<file path="config.mk">
export PLATFORM = sky130hd
export DESIGN_NAME = dl_bitstuff_pair
export DESIGN_NICKNAME = d
export VERILOG_FILES = /design/src/rtl/dl_stuff_pkg.sv /design/src/rtl/dl_run_counter.sv /design/src/rtl/dl_zero_stuffer.sv /design/src/rtl/dl_zero_destuffer.sv /design/src/rtl/dl_bitstuff_pair.sv
export SDC_FILE = /design/constraint.sdc
export NUM_CORES = 1
export LEC_CHECK = 0
export BUFFER_PORTS_ARGS = -buffer_cell sky130_fd_sc_hd__buf_2
export CORE_MARGIN = 1
export CORE_UTILIZATION = 30
export CTS_CLUSTER_SIZE = 20
export DETAILED_ROUTE_END_ITERATION = 10
export RECOVER_POWER = 50
export SLEW_MARGIN = 15
export SYNTH_ARGS = -nofsm -noshare
export SYNTH_HDL_FRONTEND = slang
export SYNTH_SLANG_ARGS = --single-unit
</file>
<file path="constraint.sdc">
create_clock -name clk -period 1.8 [get_ports clk]
set_clock_uncertainty 0.2 [all_clocks]
set_input_delay 0.45 -clock clk [delete_from_list [all_inputs] [get_ports clk]]
set_output_delay 0.45 -clock clk [all_outputs]
set_load 0.05 [all_outputs]
</file>
<file path="src/rtl/dl_stuff_pkg.sv">
package dl_stuff_pkg;
  // Width able to hold a saturating count of 0 .. run_len+1.
  function automatic int run_cnt_width(input int run_len);
    return $clog2(run_len + 2);
  endfunction
endpackage

</file>
<file path="src/rtl/dl_run_counter.sv">
module dl_run_counter #(
  parameter int MAX_RUN = 6,
  parameter int CW      = 3
) (
  input  logic          clk,
  input  logic          rst,
  input  logic          adv,
  input  logic          bit_in,
  output logic [CW-1:0] run
);
  localparam logic [CW-1:0] SAT = CW'(MAX_RUN);

  // Counts consecutive ones on advancing cycles; a zero clears it.
  always_ff @(posedge clk) begin
    if (rst) begin
      run <= '0;
    end else if (adv) begin
      if (!bit_in)
        run <= '0;
      else if (run != SAT)
        run <= run + 1'b1;
    end
  end
endmodule

</file>
<file path="src/rtl/dl_zero_stuffer.sv">
module dl_zero_stuffer #(
  parameter int RUN_LEN = 5,
  parameter int CW      = 3
) (
  input  logic clk,
  input  logic rst,
  input  logic en,
  input  logic stb,
  input  logic src_valid,
  input  logic src_bit,
  output logic src_ready,
  output logic out_bit,
  output logic out_vld
);
  localparam logic [CW-1:0] TRIG = CW'(RUN_LEN - 1);

  logic          pend;
  logic [CW-1:0] run;
  logic          take;
  logic          send_ins;
  logic          adv;
  logic          cur;

  assign take     = stb & src_valid & ~pend;
  assign send_ins = stb & pend;
  assign adv      = take | send_ins;
  assign cur      = pend ? 1'b0 : src_bit;

  dl_run_counter #(.MAX_RUN(RUN_LEN + 1), .CW(CW)) run_i (
    .clk    (clk),
    .rst    (rst),
    .adv    (adv),
    .bit_in (cur),
    .run    (run)
  );

  always_ff @(posedge clk) begin
    if (rst) begin
      pend    <= 1'b0;
      out_bit <= 1'b0;
      out_vld <= 1'b0;
    end else begin
      out_vld <= adv;
      if (adv)
        out_bit <= cur;
      if (send_ins)
        pend <= 1'b0;
      else if (take && en && src_bit && run >= TRIG)
        pend <= 1'b1;
    end
  end

  assign src_ready = ~pend;
endmodule

</file>
<file path="src/rtl/dl_zero_destuffer.sv">
module dl_zero_destuffer #(
  parameter int RUN_LEN = 5,
  parameter int CW      = 3
) (
  input  logic clk,
  input  logic rst,
  input  logic en,
  input  logic stb,
  input  logic in_bit,
  output logic out_bit,
  output logic out_vld
);
  localparam logic [CW-1:0] EXACT = CW'(RUN_LEN);

  logic [CW-1:0] run;
  logic          drop;

  dl_run_counter #(.MAX_RUN(RUN_LEN + 1), .CW(CW)) run_i (
    .clk    (clk),
    .rst    (rst),
    .adv    (stb),
    .bit_in (in_bit),
    .run    (run)
  );

  // Only a zero after exactly RUN_LEN ones is removed; longer runs keep it.
  assign drop = stb & en & ~in_bit & (run == EXACT);

  always_ff @(posedge clk) begin
    if (rst) begin
      out_bit <= 1'b0;
      out_vld <= 1'b0;
    end else begin
      out_vld <= stb & ~drop;
      if (stb)
        out_bit <= in_bit;
    end
  end
endmodule

</file>
<file path="src/rtl/dl_bitstuff_pair.sv">
module dl_bitstuff_pair #(
  parameter int RUN_LEN = 5
) (
  input  logic clk,
  input  logic rst,
  input  logic stuff_en,
  input  logic tx_stb,
  input  logic src_valid,
  input  logic src_bit,
  output logic src_ready,
  output logic tx_bit,
  output logic tx_vld,
  input  logic destuff_en,
  input  logic rx_stb,
  input  logic rx_bit,
  output logic rx_obit,
  output logic rx_ovld
);
  localparam int CW = dl_stuff_pkg::run_cnt_width(RUN_LEN);

  dl_zero_stuffer #(.RUN_LEN(RUN_LEN), .CW(CW)) stuff_i (
    .clk       (clk),
    .rst       (rst),
    .en        (stuff_en),
    .stb       (tx_stb),
    .src_valid (src_valid),
    .src_bit   (src_bit),
    .src_ready (src_ready),
    .out_bit   (tx_bit),
    .out_vld   (tx_vld)
  );

  dl_zero_destuffer #(.RUN_LEN(RUN_LEN), .CW(CW)) destuff_i (
    .clk     (clk),
    .rst     (rst),
    .en      (destuff_en),
    .stb     (rx_stb),
    .in_bit  (rx_bit),
    .out_bit (rx_obit),
    .out_vld (rx_ovld)
  );
endmodule

</file>
==> results summary <==
After legalization and detailed placement, the total HPWL measured 783 µm. Measured along the y axis, the die boundary spans 44.9 µm. The count of cells in the finished layout, fillers not included, comes to 100. The post-synthesis sequential area ratio is 39.8%. The via count of the first global-routing pass was 405.

The number of nets in the finished design is 90. The area of the mapped netlist came out at 553 µm². Entering global routing, the biggest net connects 13 pins. The portion of the clock cycle consumed by the worst path in the final layout came out at 88.5%. In this run, CTS created clock tree buffers numbering 3.

The clock edge transition at the registers on the reported setup and hold paths is 70 ps. In this run the worst path has a maximum fanout of 4. The terminus of the critical flop-to-flop path is stuff_i.run_i.run[1]. The shortest period the worst path allows came out at 1590 ps. The count of final max-slew check failures came out at 0. The type of the worst setup path is reg2out. After synthesis, the share of flip-flops with an asynchronous set or reset is 0%. The slew at the pin closest to its max-slew limit came out at 323 ps. Global routing used 12.4% of the available tracks across all layers.

The die span in x came out at 44.9 µm. The number of placed instances, taps included came out at 96. The count of antenna-violating nets left after detailed routing came out at 0. The number of sinks on the clock net came out at 11.

The buffer type at the clock tree root is sky130_fd_sc_hd__clkbuf_4. The repair_antennas step left the layout with diodes totalling 0. The total area inside the core boundary comes to 1730 µm².

The source-to-sink clock delay at the later pin of the worst-skew pair is 260 ps. The post-route cell area is 664 µm². The first global-routing pass estimated 1730 µm of wire. By area, the combinational part of the netlist is dominated by simple AND/OR/NAND/NOR gates.

Synthesis produced a netlist with a net count of 74. The length of the first detailed-routing pass in iterations came out at 3. The synthesized design contains 0 enable-type register cells.

Buffers inserted to repair hold after CTS numbered 0. The critical path arrival is 940 ps. The worst setup path is launched from a flop. The total of warnings raised by yosys came out at 0. The number of violations of the max-capacitance limit came out at 0. The fraction of the mapped netlist area in compound gates came out at 19.2%. For this configuration, the core starts out at a cell density of 32.0%.

The final layout contains routed wiring with a total length of 1010 µm. The die area came out at 2020 µm². The buffer depth of the longest clock path came out at 2.

The critical path capture point is src_ready. The worst reg-to-reg path cell count came out at 4. Leaving out fill and tap cells, the most frequent cells in the layout are sky130_fd_sc_hd__buf_2 (12), sky130_fd_sc_hd__dfxtp_1 (11), sky130_fd_sc_hd__nand2_1 (6). The number of buffers inserted to repair setup after CTS came out at 0. The total via count in the routed design came out at 469. The maximum level of the CTS H-tree came out at 1. Multiplexer cells account for 1.81% of the synthesized area. Once routing completed, OpenROAD measured the worst setup slack at 206 ps.

The post-synthesis xor/xnor area fraction is 0%. The number of hold violations in the final report was 0. The library cell used most frequently in the layout, excluding fill and tap cells, is sky130_fd_sc_hd__buf_2. Port buffering added 13 buffers.

The final number of setup-violating endpoints came out at 0. In the synthesized netlist the dominant register cell turns out to be sky130_fd_sc_hd__dfxtp_1. The required arrival time at the worst endpoint is 1150 ps.

The post-synthesis to final-layout area growth is 20.1%. The basic-gate share of the synthesized area counting and, or, nand and nor cells is 22.9%. The post-placement cell area came out at 641 µm². The power density of the placed cells is 722 nW/µm².

The most critical setup path has its startpoint at stuff_i.pend. The congestion estimate from routability-driven global placement came to 0.747. The number of top-level pins came out at 14. The number of register bits inferred by synthesis came out at 11. In the final timing run, aggregate negative setup slack is 0 ps. Setup repair after global routing left no endpoint under its margin. The top achievable clock speed is 628 MHz. The number of cells produced by synthesis came out at 60. The number of instances resized during post-cts repair is 0.

In this run the critical register-to-register path is launched from stuff_i.run_i.run[0]. TritonCTS built the clock tree. The worst setup path is captured at an output port. The standby leakage power came out at 0.262 nW. The path category of the worst min-delay check is in2reg. The flow ran to the end, and the final reports show no timing, DRC or antenna violations. The synthesized-area fraction occupied by adder cells came out at 11.3%. Setup slack on the worst reg-to-reg path comes out at 340 ps.

The average cell area after synthesis is 9.22 µm². Measured against its own limit, the worst slew margin works out to 78.2%. For this block, the initial DRC count from the detailed router was 1. The post-synthesis cell type count is 24. The routed length per placed instance came out at 10.1 µm.

The detail-routed via count per cell is 4.69. The DRC violation count after routing came out at 0. The worst-case IR drop observed on VDD is 0.296 mV. The share of final-layout standard cells stronger than drive strength 1 came out at 22.7%. The floorplan row count is 15. The aggregate global routing overflow is 0.

The number of antenna violations at the first check in global routing is 0. The post-placement setup slack came out at 333 ps.
-- per-stage QoR --
step / hold WS, ps / power, W / util (%)
finish: 250 / 0.000480 / 38.5
global route: 281 / 0.000516 / 38.5
CTS: 241 / 0.000495 / 38.6
detailed placement: 283 / 0.000325 / 37.1
global placement: 274 / 0.000324 / 37.1
floorplan: 283 / 0.000303 / -
-- cell type report --
| cell class | count | area (µm²) |
|---|---|---|
| Timing Repair Buffer | 13 | 63.8 |
| Tap cell | 25 | 31.3 |
| Clock buffer | 4 | 26.3 |
| Fill cell | 194 | 1060 |
| Inverter | 5 | 18.8 |
| Sequential cell | 11 | 220 |
| Multi-Input combinational cell | 42 | 304 |
-- metal layers --
metal,GRT usage [%],wire (µm),vias up
met4,7.27,0,0
met5,0,0,-
met3,3.60,51,0
li1,-,-,249
met1,16.3,488,209
met2,18.0,470,11
-- cells by family (layout without fill, tap and decap cells) --
kind of cell / count (synthesis) / in the layout
AND/OR/NAND/NOR: 22 / 22
buffers and inverters: 7 / 22
adder cells (fa/ha/maj): 5 / 5
flip-flops: 11 / 11
multiplexers: 1 / 1
AO/OA/AOI/OAI: 14 / 14
-- Yosys cell counts, drive strengths merged, types with 2 or more instances --
library cell | count | area share [%]
a211oi | 2 | 3.6
a21oi | 3 | 2.7
a31oi | 3 | 3.4
and4b | 2 | 3.8
dfxtp | 11 | 40
ha | 5 | 11
inv | 5 | 3.4
nand2 | 6 | 4.1
nand2b | 4 | 4.5
nand4 | 3 | 3.4
nor2 | 4 | 2.7
o21ai | 2 | 1.8
-- worst min-delay path by stage --
stage,from,endpoint,depth (start not counted)
after floorplan,stuff_i.run_i.run[0],stuff_i.run_i.run[0],1
after global placement,stuff_i.out_bit,stuff_i.out_bit,2
after detailed placement,stuff_i.out_bit,stuff_i.out_bit,2
after CTS,stuff_en,stuff_i.pend,3
after global routing,stuff_en,stuff_i.pend,3
final,stuff_en,stuff_i.pend,3
-- power breakdown --
part	total [W]	leakage, nW	internal [W]	switching (W)
sequential	0.000256	0.0897	0.000251	0.00000525
combinational	0.0000614	0.158	0.0000211	0.0000403
clock	0.000162	0.0150	0.0000856	0.0000765
total	0.000480	0.262	0.000358	0.000122
-- flip-flops by register name (all words and copies together) (netlist names) --
signal	flops
destuff_i.run_i.run	3
stuff_i.out_bit	1
destuff_i.out_vld	1
stuff_i.pend	1
stuff_i.run_i.run	3
stuff_i.out_vld	1
destuff_i.out_bit	1
-- worst max-delay path, stage by stage (launching register included) --
cell and delay [ps]:
sky130_fd_sc_hd__dfxtp_1 330, sky130_fd_sc_hd__inv_1 90, sky130_fd_sc_hd__buf_2 260
(Power assumes the default switching activity.)
